--- src/rtl/repl_index_pkg.sv ---
package repl_index_pkg;

  localparam int LFSR_W   = 10;
  localparam int TAP_HI   = 9;
  localparam int TAP_LO   = 6;

  typedef struct packed {
    logic load;
    logic wrap;
    logic dec;
  } idxStrobes_t;

  function automatic logic [LFSR_W-1:0] lfsrStep(input logic [LFSR_W-1:0] cur);
    return {cur[LFSR_W-2:0], cur[TAP_HI] ^ cur[TAP_LO]};
  endfunction

endpackage

--- src/rtl/repl_index_ctrl.sv ---
module repl_index_ctrl
  import repl_index_pkg::*;
#(
  parameter logic [LFSR_W-1:0] LFSR_SEED = 10'h001
) (
  input  logic              clk,
  input  logic              rst_n,
  input  logic              wiredWe,
  input  logic              atFloor,
  input  logic              pinned,
  output idxStrobes_t       strobes,
  output logic [LFSR_W-1:0] lfsrState
);

  logic [LFSR_W-1:0] lfsrQ;
  logic              skipNow;

  always_ff @(posedge clk or negedge rst_n) begin
    if (!rst_n) lfsrQ <= LFSR_SEED;
    else        lfsrQ <= lfsrStep(lfsrQ);
  end

  assign skipNow = lfsrQ[LFSR_W-1];

  always_comb begin
    strobes = '0;
    if (wiredWe || pinned) begin
      strobes.load = 1'b1;
    end else if (!skipNow) begin
      if (atFloor) strobes.wrap = 1'b1;
      else         strobes.dec  = 1'b1;
    end
  end

  assign lfsrState = lfsrQ;

endmodule

--- src/rtl/repl_index_dp.sv ---
module repl_index_dp
  import repl_index_pkg::*;
#(
  parameter int NUM_ENTRIES = 16,
  localparam int IDX_W = $clog2(NUM_ENTRIES)
) (
  input  logic             clk,
  input  logic             rst_n,
  input  idxStrobes_t      strobes,
  input  logic             wiredWe,
  input  logic [IDX_W-1:0] wiredData,
  output logic [IDX_W-1:0] randIdx,
  output logic [IDX_W-1:0] wiredQ,
  output logic             atFloor,
  output logic             pinned
);

  localparam logic [IDX_W-1:0] MAX_IDX = IDX_W'(NUM_ENTRIES - 1);

  logic [IDX_W-1:0] idxQ;
  logic [IDX_W-1:0] idxNext;

  always_ff @(posedge clk or negedge rst_n) begin
    if (!rst_n)       wiredQ <= '0;
    else if (wiredWe) wiredQ <= wiredData;
  end

  always_comb begin
    idxNext = idxQ;
    if (strobes.load || strobes.wrap) idxNext = MAX_IDX;
    else if (strobes.dec)             idxNext = idxQ - 1'b1;
  end

  always_ff @(posedge clk or negedge rst_n) begin
    if (!rst_n) idxQ <= MAX_IDX;
    else        idxQ <= idxNext;
  end

  assign atFloor = (idxQ <= wiredQ);
  assign pinned  = (wiredQ >= MAX_IDX);
  assign randIdx = idxQ;

endmodule

--- src/rtl/repl_index_gen.sv ---
module repl_index_gen
  import repl_index_pkg::*;
#(
  parameter int NUM_ENTRIES = 16,
  parameter logic [LFSR_W-1:0] LFSR_SEED = 10'h001,
  localparam int IDX_W = $clog2(NUM_ENTRIES)
) (
  input  logic             clk,
  input  logic             rst_n,
  input  logic             wiredWe,
  input  logic [IDX_W-1:0] wiredData,
  output logic [IDX_W-1:0] randIdx
);

  idxStrobes_t       strobes;
  logic [LFSR_W-1:0] lfsrState;
  logic [IDX_W-1:0]  wiredQ;
  logic              atFloor;
  logic              pinned;

  repl_index_ctrl #(.LFSR_SEED(LFSR_SEED)) ctrl_i (
    .clk       (clk),
    .rst_n     (rst_n),
    .wiredWe   (wiredWe),
    .atFloor   (atFloor),
    .pinned    (pinned),
    .strobes   (strobes),
    .lfsrState (lfsrState)
  );

  repl_index_dp #(.NUM_ENTRIES(NUM_ENTRIES)) dp_i (
    .clk       (clk),
    .rst_n     (rst_n),
    .strobes   (strobes),
    .wiredWe   (wiredWe),
    .wiredData (wiredData),
    .randIdx   (randIdx),
    .wiredQ    (wiredQ),
    .atFloor   (atFloor),
    .pinned    (pinned)
  );

endmodule

--- config.mk ---
export PLATFORM = sky130hd
export DESIGN_NAME = repl_index_gen
export DESIGN_NICKNAME = d
export VERILOG_FILES = /design/src/rtl/repl_index_pkg.sv /design/src/rtl/repl_index_ctrl.sv /design/src/rtl/repl_index_dp.sv /design/src/rtl/repl_index_gen.sv
export SDC_FILE = /design/constraint.sdc
export NUM_CORES = 1
export LEC_CHECK = 0
export ABC_AREA = 0
export BUFFER_PORTS_ARGS = -buffer_cell sky130_fd_sc_hd__buf_4
export CAP_MARGIN = 20
export CORE_ASPECT_RATIO = 1.1
export CORE_MARGIN = 2
export CORE_UTILIZATION = 40
export DETAILED_ROUTE_END_ITERATION = 8
export GPL_ROUTABILITY_DRIVEN = 0
export PLACE_DENSITY = 0.66
export SLEW_MARGIN = 10
export SYNTH_ARGS = -nofsm -noshare
export SYNTH_HDL_FRONTEND = slang
export SYNTH_SLANG_ARGS = --single-unit
--- constraint.sdc ---
create_clock -name clk -period 1.85 [get_ports clk]
set_input_delay 0.37 -clock clk [delete_from_list [all_inputs] [get_ports clk]]
set_output_delay 0.37 -clock clk [all_outputs]
set_load 0.01 [all_outputs]
# Yosys cells after proc, flatten, opt, wreduce, memory -nomap -nowiden
# Index checks and enable logic that the tools add are counted.
[word_totals] regBits=18 in_bits=7
[classes] n_addsub=1 n_lt_le_gt_ge=2 mux=7 bitwise_logic=1 n_reduce_logical=3
[ops] cell="two-way mux 4 bit" count=2
[ops] cell="greater-or-equal comparator 4 bit (second input constant)" count=1
[ops] cell="<= comparator 4 bit" count=1
[ops] cell="two-way mux 2 bit" count=2
[ops] cell="subtractor 4 x 1 -> 4 bit (second input constant)" count=1
[ops] cell="two-way mux 1 bit" count=3
[ops] cell="logical OR 1 bit" count=2
[ops] cell="nonzero test 2 bit" count=1
[ops] cell="XOR 1 bit" count=1

# Longest topological paths before layout
[logic_depth] word_depth=6 ltp_mapped=6

# Cells and area by module
# From an unflattened synthesis, not the netlist that was laid out.
[hier_totals] cells_unflattened=58 hier_area_um2=744.5
[by_module_without_submodules] module="repl_index_dp" n_inst=1 cells_each=44 area_each_um2=450.4 seq_area_each_um2=205.2
[by_module_without_submodules] module="repl_index_ctrl" n_inst=1 cells_each=14 area_each_um2=294.0 seq_area_each_um2=251.5

# Least setup slack after synthesis
# OpenSTA, ideal clock, no wires.
[synth_timing] path_type="register -> register" startpoint="register dp_i.idxQ[1], in the netlist dp_i.randIdx[1]" endpoint="register dp_i.idxQ[2], in the netlist dp_i.randIdx[2]" arrival_time_ns=1.416 required_time_ns=1.769 setup_slack_ns=0.352 path_stages_with_launch=6 n_path_buf=0 period_less_slack_ns=1.498 cell_sequence="dfstp_2 -> ha_1 -> nor2b_1 -> o211ai_1 -> a21oi_1 -> a211oi_2"
[synth_between] elab_chain_cells=6 word_cells_on_any_way=10 cone_classes="add/sub (1); order compare (1); mux (6); reduce/logical (2)"
[synth_rtl] element="from (decl)" line="repl_index_dp.sv:20" rtl="logic [IDX_W-1:0] idxQ;"
[synth_rtl] element="from (signal assigned)" line="repl_index_dp.sv:36" rtl="else idxQ <= idxNext;"
[synth_rtl] element="<= comparator 4 bit" line="repl_index_dp.sv:39" rtl="assign atFloor = (idxQ <= wiredQ);"
[synth_rtl] element="two-way mux 1 bit" line="repl_index_ctrl.sv:30" rtl="if (atFloor) strobes.wrap = 1'b1;"
[synth_rtl] element="two-way mux 2 bit" line="repl_index_ctrl.sv:29" rtl="end else if (!skipNow) begin"
[synth_rtl] element="two-way mux 2 bit" line="repl_index_ctrl.sv:27" rtl="if (wiredWe || pinned) begin"
[synth_rtl] element="logical OR 1 bit" line="repl_index_dp.sv:30" rtl="if (strobes.load || strobes.wrap) idxNext = MAX_IDX;"
[synth_rtl] element="two-way mux 4 bit / nonzero test 2 bit (equally long branches)"
# Parallel ways exist; a longest one is shown, timed or not. The select of a mux whose other input is x is not followed.
# A chain may end at the register's enable or synchronous reset.

# Worst setup path after layout
[layout_timing] startpoint="register dp_i.idxQ[1], in the netlist dp_i.randIdx[1]" endpoint="register dp_i.idxQ[1], in the netlist dp_i.randIdx[1]"
# Same word-level chain as after synthesis.

==> metrics <==
critical path launch point type register; Synth Register Bits 18; CP top delay family compound AO/OA/AOI/OAI gates; Max-slew headroom 82.4%; IO Pins 11; die footprint 2270 sq um; Synth cell types 24; Post-CTS Resized 0; slowest stage delay, CP 0.58 ns; setup TNS 0 ns; R2R Setup Slk 0.21 ns; total grt overflow 0; CTS tree built; syn avg cell area 12.5 sq um; Final Power 0.000765 W; Clock Skews 0.00711 ns; post-route ant nets 0; syn nets 73; number of stages on the worst setup path 5; worst IR drop on VDD 0.000412 V; Critical-path top delay cell dfstp_2; worst skew pair latency 0.29 ns; Die Width 45.6 um; Worst R2R Path Depth 5; fin util 50.8%; yosys warns 0; sequential element share of the synthesized area 59.9%; Cells after Synth 61; # nets final 89; starting density of the core 42.8%; final worst path period share 88.7%; Least-Margin Pin Slew 0.263 ns; 1st-iter DRT viols 10; most common cell after layout, fill and taps aside dfrtp_1; WL final 1310 um; CTS Root Cell clkbuf_4; wire length per cell after detailed routing 13.9 um; FILL cells 154; drt pass-1 iters 4; Arr. time, crit path 1.86 ns; Vias/cell 5.28; CP required 2.07 ns; Setup CP Type reg2reg; Area growth, synth to finish 18.9%; clk sinks 18; Final setup viols 0; via count 496; max frequency 609 MHz; CP Capture Point dp_i.randIdx[1]; n_diodes 0; Cell Rows 16; RSZ-0062 raised after global routing false; Crit. End Element register; GRT Total Usage 13.5%; first-pass GRT wire length 2180 um; total CTS buffers 3; reg2reg start dp_i.randIdx[1]; Max-Cap Viols 0; status completed; Setup crit start dp_i.randIdx[1]; Clock transition at path regs 0.11 ns; DRC Markers 0; worst path cell trace ha_1 -> nor2b_1 -> o211ai_1 -> a21oi_2 -> a31oi_1; mapped cell area 762 sq um; Worst Path Buf+Inv 0; antenna violations before repair 0; leading cell types in the layout, fill and taps excluded 13 x dfrtp_1, 10 x buf_4, 6 x inv_1; vias in the first global route 484; # hold bufs at CTS 1; Post-DP HPWL 955 um; share of cells above drive strength 1 35.5%; core footprint 1780 sq um; R2R Path End dp_i.randIdx[1]; number of port buffers 10; final hold vios 0; H-tree Lvls 1; leakage 0.451 nW; min Tclk post-route 1.64 ns; pwr dens 844 nW/um^2; Hold Path Class in2reg; CP max FO 4; Slew Limit Fails 0; Post CTS Setup Buffer Count 0; Max clock buf depth 2; largest net degree at the start of global routing 19; Die Ht 49.8 um
[state kept, by name (all words and copies together) (netlist names)]
register          count
dp_i.wiredQ           4
ctrl_i.lfsrState     10
dp_i.randIdx          4
[stage by stage]
stage / setup slack, ns / instance area, sq um / std cells / hold WS, ns
2_1_floorplan: 0.352 / 762 / 61 / 0.0744
3_3_place_gp: 0.345 / 860 / 89 / 0.247
3_5_place_dp: 0.248 / 860 / 89 / 0.251
4_1_cts: 0.222 / 906 / 94 / 0.274
5_1_grt: 0.106 / 906 / 94 / 0.293
6_report: 0.209 / 906 / 94 / 0.277
[synth_stat cells (all sizes together)]
cell type  number  area (sq um)
mux2            1          11.3
a41oi           1          27.5
a31oi           2          12.5
nand2           5          26.3
ha              5          62.6
inv             6          22.5
xor2            1          8.76
a21o            1          8.76
nand4           1          6.26
o211ai          1          7.51
nand3           1          5.00
a211oi          1          12.5
and3            2          18.8
dfstp           5           131
dfrtp          13           325
nor2b           1          6.26
and2            1          6.26
nor3            1          5.00
a21oi           4          23.8
o21ai           3          15.0
nor2            5          18.8
[kinds of logic (layout without fill, tap and decap cells)]
kind of cell | Yosys count | count (layout) | share of synthesized area, %
xor gates and xnor gates | 1 | 1 | 1.15
adders and majority gates | 5 | 5 | 8.21
muxes | 1 | 1 | 1.48
AOI/OAI and AO/OA | 13 | 13 | 14.1
buffers and inverters | 6 | 21 | 2.96
and+or+nand+nor | 17 | 17 | 12.2
DFF | 18 | 18 | 59.9
[routing by layer]
metal	wire length, um	global-route usage (%)	part of all wire (%)
met5	0	0	0
met4	8	7.35	0.61
met3	73	2.56	5.6
met2	634	19.7	49
met1	589	18.3	45
[how the worst min path moves through the flow]
stage / endpoint / slack, ns / cells after the start / start
2_1_floorplan: ctrl_i.lfsrState[1] / 0.07 / 0 / rst_n
3_3_place_gp: dp_i.wiredQ[2] / 0.25 / 1 / rst_n
3_5_place_dp: dp_i.wiredQ[2] / 0.25 / 1 / rst_n
4_1_cts: dp_i.wiredQ[2] / 0.27 / 3 / wiredData[2]
5_1_grt: dp_i.wiredQ[2] / 0.29 / 3 / wiredData[2]
6_report: dp_i.wiredQ[2] / 0.28 / 3 / wiredData[2]
[worst min-delay path, delay by kind of cell]
kind	cells	cell delay (ns)
buffers and inverters	1	0.07
AOI/OAI and AO/OA	1	0.05
and+or+nand+nor	1	0.04
[power by group]
part           switching, W  internal (W)  total (W)  leakage [nW]
combinational     0.0000517     0.0000445  0.0000962         0.203
sequential        0.0000175      0.000413   0.000430         0.226
clock              0.000119      0.000120   0.000238        0.0210
[layout make-up]
cell class              instances  area [sq um]  area share, %
repair buffers                 11          85.1           9.39
multi-input cells              37           283           31.2
flip-flops and latches         18           457           50.4
inverters                       6          22.5           2.49
clock buffers                   4          36.3           4.01
well taps                      18          22.5           2.49
Power figures use the tool's default switching activity.
